**src/rtl/light_seq_pkg.sv**
```systemverilog
package light_seq_pkg;

    // Phase codes; external decoders depend on these values.
    typedef enum logic [2:0] {
        PH_STOP      = 3'b000,
        PH_MAIN      = 3'b001,
        PH_SIDE      = 3'b010,
        PH_WALK_MAIN = 3'b011,
        PH_WALK_SIDE = 3'b100
    } phase_e;

    typedef struct packed {
        phase_e phase;
    } seq_state_t;

endpackage

```
**src/rtl/phase_sequencer.sv**
```systemverilog
module phase_sequencer
    import light_seq_pkg::*;
(
    input  logic   clk,
    input  logic   rst,
    input  logic   advance,
    input  logic   ped_req,
    input  logic   car_req,
    output phase_e phase
);

    seq_state_t state_d, state_q;

    always_comb begin
        state_d = state_q;
        case (state_q.phase)
            PH_STOP, PH_MAIN: begin
                if (advance) begin
                    if (ped_req)      state_d.phase = PH_WALK_MAIN;
                    else if (car_req) state_d.phase = PH_SIDE;
                    else              state_d.phase = PH_MAIN;
                end
            end
            PH_SIDE: begin
                if (advance) begin
                    state_d.phase = ped_req ? PH_WALK_SIDE : PH_MAIN;
                end
            end
            PH_WALK_MAIN: begin
                if (advance) begin
                    state_d.phase = car_req ? PH_SIDE : PH_MAIN;
                end
            end
            PH_WALK_SIDE: begin
                if (advance) begin
                    state_d.phase = PH_MAIN;
                end
            end
            default: state_d.phase = PH_STOP;
        endcase
    end

    always_ff @(posedge clk) begin
        if (rst) state_q <= '{phase: PH_STOP};
        else     state_q <= state_d;
    end

    assign phase = state_q.phase;

endmodule

```
**src/rtl/dwell_counter.sv**
```systemverilog
module dwell_counter
    import light_seq_pkg::*;
#(
    parameter int CNT_W       = 3,
    parameter int WALK_CYCLES = 3,
    parameter int SIDE_CYCLES = 4,
    parameter int MAIN_CYCLES = 7
) (
    input  logic             clk,
    input  logic             rst,
    input  phase_e           phase,
    input  logic             ped_req,
    input  logic             car_req,
    output logic             advance,
    output logic [CNT_W-1:0] count
);

    localparam logic [CNT_W-1:0] WALK_LAST = CNT_W'(WALK_CYCLES - 1);
    localparam logic [CNT_W-1:0] SIDE_LAST = CNT_W'(SIDE_CYCLES - 1);
    localparam logic [CNT_W-1:0] MAIN_LAST = CNT_W'(MAIN_CYCLES - 1);

    typedef struct packed {
        logic [CNT_W-1:0] count;
    } cnt_state_t;

    cnt_state_t cnt_d, cnt_q;
    logic             demand;
    logic             legal;
    logic             run;
    logic [CNT_W-1:0] last;

    assign demand = ped_req | car_req;

    // Per-phase end count and whether counting proceeds this cycle.
    always_comb begin
        legal = 1'b1;
        run   = 1'b1;
        last  = '0;
        case (phase)
            PH_STOP:      last = '0;
            PH_MAIN: begin
                last = MAIN_LAST;
                run  = (cnt_q.count != '0) | demand;
            end
            PH_SIDE:      last = SIDE_LAST;
            PH_WALK_MAIN,
            PH_WALK_SIDE: last = WALK_LAST;
            default:      legal = 1'b0;
        endcase
    end

    // Mealy strobe: count value, phase and (on the main road) demand.
    always_comb begin
        advance = legal && (cnt_q.count == last) &&
                  ((phase != PH_MAIN) || demand);
    end

    always_comb begin
        cnt_d = cnt_q;
        if (!legal || (cnt_q.count >= last) || advance) begin
            cnt_d.count = '0;
        end else if (run) begin
            cnt_d.count = cnt_q.count + 1'b1;
        end
    end

    always_ff @(posedge clk) begin
        if (rst) cnt_q <= '{count: '0};
        else     cnt_q <= cnt_d;
    end

    assign count = cnt_q.count;

endmodule

```
**src/rtl/intersection_light_seq.sv**
```systemverilog
module intersection_light_seq
    import light_seq_pkg::*;
#(
    parameter int WALK_CYCLES = 3,
    parameter int SIDE_CYCLES = 4,
    parameter int MAIN_CYCLES = 7
) (
    input  logic       clk,
    input  logic       rst,
    input  logic       ped_req,
    input  logic       car_req,
    output logic [2:0] light_state
);

    localparam int MAX_A      = (WALK_CYCLES > SIDE_CYCLES) ? WALK_CYCLES : SIDE_CYCLES;
    localparam int MAX_CYCLES = (MAX_A > MAIN_CYCLES) ? MAX_A : MAIN_CYCLES;
    localparam int CNT_W      = (MAX_CYCLES > 2) ? $clog2(MAX_CYCLES) : 1;

    phase_e           phase;
    logic             advance;
    logic [CNT_W-1:0] dwell_cnt;

    phase_sequencer u_seq (
        .clk     (clk),
        .rst     (rst),
        .advance (advance),
        .ped_req (ped_req),
        .car_req (car_req),
        .phase   (phase)
    );

    dwell_counter #(
        .CNT_W       (CNT_W),
        .WALK_CYCLES (WALK_CYCLES),
        .SIDE_CYCLES (SIDE_CYCLES),
        .MAIN_CYCLES (MAIN_CYCLES)
    ) u_dwell (
        .clk     (clk),
        .rst     (rst),
        .phase   (phase),
        .ped_req (ped_req),
        .car_req (car_req),
        .advance (advance),
        .count   (dwell_cnt)
    );

    assign light_state = phase;

endmodule

```
**config.mk**
```make
export PLATFORM = sky130hd
export DESIGN_NAME = intersection_light_seq
export DESIGN_NICKNAME = d
export VERILOG_FILES = /design/src/rtl/light_seq_pkg.sv /design/src/rtl/phase_sequencer.sv /design/src/rtl/dwell_counter.sv /design/src/rtl/intersection_light_seq.sv
export SDC_FILE = /design/constraint.sdc
export NUM_CORES = 1
export LEC_CHECK = 0
export ABC_AREA = 0
export CAP_MARGIN = 20
export CORE_AREA = 2 2 39 41
export CTS_CLUSTER_SIZE = 14
export DETAILED_ROUTE_END_ITERATION = 10
export DIE_AREA = 0 0 41 43
export GPL_ROUTABILITY_DRIVEN = 1
export SKIP_LAST_GASP = 1
export SYNTH_ARGS = -nofsm -noshare
export SYNTH_HDL_FRONTEND = slang
export SYNTH_SLANG_ARGS = --single-unit
```
**constraint.sdc**
```tcl
create_clock -name clk -period 2.2 [get_ports clk]
set_clock_uncertainty 0.2 [all_clocks]
set_input_delay 0.44 -clock clk [delete_from_list [all_inputs] [get_ports clk]]
set_output_delay 0.44 -clock clk [all_outputs]
set_load 0.005 [all_outputs]
```
==> reports/qor.txt <==
Status: finished, final reports clean
Post-CTS Setup Bufs: 0
Seq/Total Area, Yosys: 0.257
Share of cells above drive strength 1: 0.175
Critical path required time: 2.16 ns
Sinks on the clock net: 6
Initial antenna violation count: 0
Max Freq: 515 MHz
Crit start category: flop
DR pass1 iterations: 3
Crit path largest cell delay: 0.37 ns
Reg2reg setup slack: 0.26 ns
R2R cell count: 7
RSZ-0062 raised after global routing: false
Leak Pwr: 0.264 nW
CTS max path bufs: 2
Routed len/inst: 10.9 microns
Main synth FF type: dfxtp_1
Number of DRC markers in iteration 0: 1
Top cell type's share of synthesized area: 0.257
Cell Area, Synth: 468 sq um
# rows: 14
Final min period: 1.94 ns
Worst IR Drop VDD: 440 uV
Cell count after synthesis: 55
Drt drc: 0
Library cells used by synthesis: 26
P&R area growth vs syn: 19.8%
CTS Buf Count: 3
Die Span X: 41 microns
First-pass GRT wire length: 1.45 mm
Post-synthesis register bit count: 6
Vias: 385
Slew Limit Fails: 0
Setup TNS: 0 ns
Vias in the first global route: 367
Crit Path Class: flop to flop
Yosys warnings: 0
Min-Delay Endpoint: u_seq.phase[2]
Clock Root Buffer: clkbuf_4
Commonest cells in the synthesized netlist: dfxtp_1 (6), inv_1 (6), nor2_1 (6)
Final wirelength: 862 microns
Power density cells: 1080 nW/um^2
Avg Inst Size Synth: 8.51 sq um
Yosys top cell by area: dfxtp_1
Worst rel slew slack: 0.801
Gr ovfl total: 0
Post-synth ARST share: 0
Num ports: 7
Die H: 43 microns
Port buffer count: 6
Final core area utilization: 0.405
Antenna Nets Post-Route: 0
Worst skew pair latency: 0.24 ns
CP arrival: 1.90 ns
WHS Path Cells: 1
Critical-path maximum fanout: 10
Crit path max-delay cell type: dfxtp_2
Critical Path, Cell by Cell: o21ai_0 > nand2_1 > ha_1 > nand3_1 > nor4b_1 > a31oi_1 > nor3_1
Reg2reg end: u_seq.phase[2]
Starting density of the core: 0.338
Ant diodes: 0
GRT Total Usage: 0.124
Worst hold path type: flop to flop
Final #Nets: 74
Crit end category: flop
TritonCTS clock tree: done
Reg-to-reg startpoint: u_seq.phase[1]
Post-Syn Nets: 64
Detail-routed via count per cell: 4.87
Die area: 1760 sq um
Fin crit share: 0.883
Clk slew on worst S/H paths: 0.04 ns
Post-synth EDFFs: 0
# setup viols final: 0
Worst-margin pin slew: 0.298 ns
Largest net degree at the start of global routing: 11
Hold_sp: u_seq.phase[0]
RePlAce Congestion: 0.748
Dpl hpwl: 695 microns
Minimum hold slack: 0.341 ns
H-tree depth: 1
Core area: 1380 sq um
Max cap viols: 0
Area contributors post-synth: dfxtp_1 (26%), ha_1 (13%), buf_6 (4.8%), inv_1 (4.8%), nor2_1 (4.8%)
Endpoints failing hold: 0
## critical path, delay by kind of cell, from the launching register on
family	cells	cell delay [ns]
simple gates	4	0.70
flops	1	0.37
fa+ha+maj	1	0.30
compound gates	2	0.29
## per-layer routing
metal / GRT usage / share of wire
met4: 0.0400 / 0
met2: 0.178 / 0.48
met5: 0 / 0
met1: 0.148 / 0.47
met3: 0.0785 / 0.053
## per-stage QoR
stage,cell area [sq um],setup slack (ns),total power [mW],instances
finish,561,0.257,0.604,79
detailed placement,536,0.124,0.509,76
global route,561,0.102,0.671,79
CTS,558,0.112,0.611,79
floorplan,468,0.315,0.436,55
global placement,536,0.164,0.503,76
## layout by cell type, fill, tap and decap left out, types with 2 or more instances in the layout
master and n:
nor4b_1 2, buf_4 2, dfxtp_2 2, o21ai_0 2
ha_1 5, clkbuf_4 3, clkdlybuf4s50_1 6, nor2_1 6
nand2_1 3, dfxtp_1 4, inv_1 6, a21oi_1 3
nor3_1 4
## state kept, by name (all words and copies together), names as in the netlist
register and count:
u_dwell.count 3, u_seq.phase 3
## layout make-up
| cell class | count | area, sq um |
|---|---|---|
| fillers | 149 | 823 |
| multi-input cells | 40 | 298 |
| flip-flops and latches | 6 | 123 |
| repair buffers | 8 | 75.1 |
| clock buffers | 3 | 22.5 |
| inverters | 6 | 22.5 |
| well taps | 16 | 20.0 |
## cell families after synthesis
group | share of synthesized area
flip-flops | 0.257
multiplexers | 0.0214
AND/OR/NAND/NOR | 0.291
XOR/XNOR | 0.0374
adder cells (fa/ha/maj) | 0.134
AO/OA/AOI/OAI | 0.152
buffers and inverters | 0.107
## power breakdown
part / total (mW) / internal, mW / leakage [nW] / switching, mW
clock: 0.0969 / 0.0614 / 0.0138 / 0.0355
sequential: 0.185 / 0.139 / 0.0497 / 0.0466
combinational: 0.322 / 0.165 / 0.200 / 0.156
## worst max-delay path by stage
stage | start | to | slack, ns | cells after the start
after floorplan | u_seq.phase[2] | u_seq.phase[2] | 0.31 | 8
final | u_seq.phase[1] | u_seq.phase[2] | 0.26 | 7
after CTS | u_seq.phase[0] | u_seq.phase[2] | 0.11 | 7
after global routing | u_seq.phase[1] | u_seq.phase[2] | 0.10 | 7
after global placement | u_seq.phase[0] | u_seq.phase[2] | 0.16 | 7
after detailed placement | u_seq.phase[0] | u_seq.phase[2] | 0.12 | 7
## repair_timing
| item | CTS | global route |
|---|---|---|
| hold buffers | 0 | 0 |
| endpoints found under the hold margin | 0 | 0 |
| endpoints found under the setup margin | 0 | 1 |
| gates resized for setup | 0 | 2 |
Note: power is estimated with default switching activity, not from simulation.
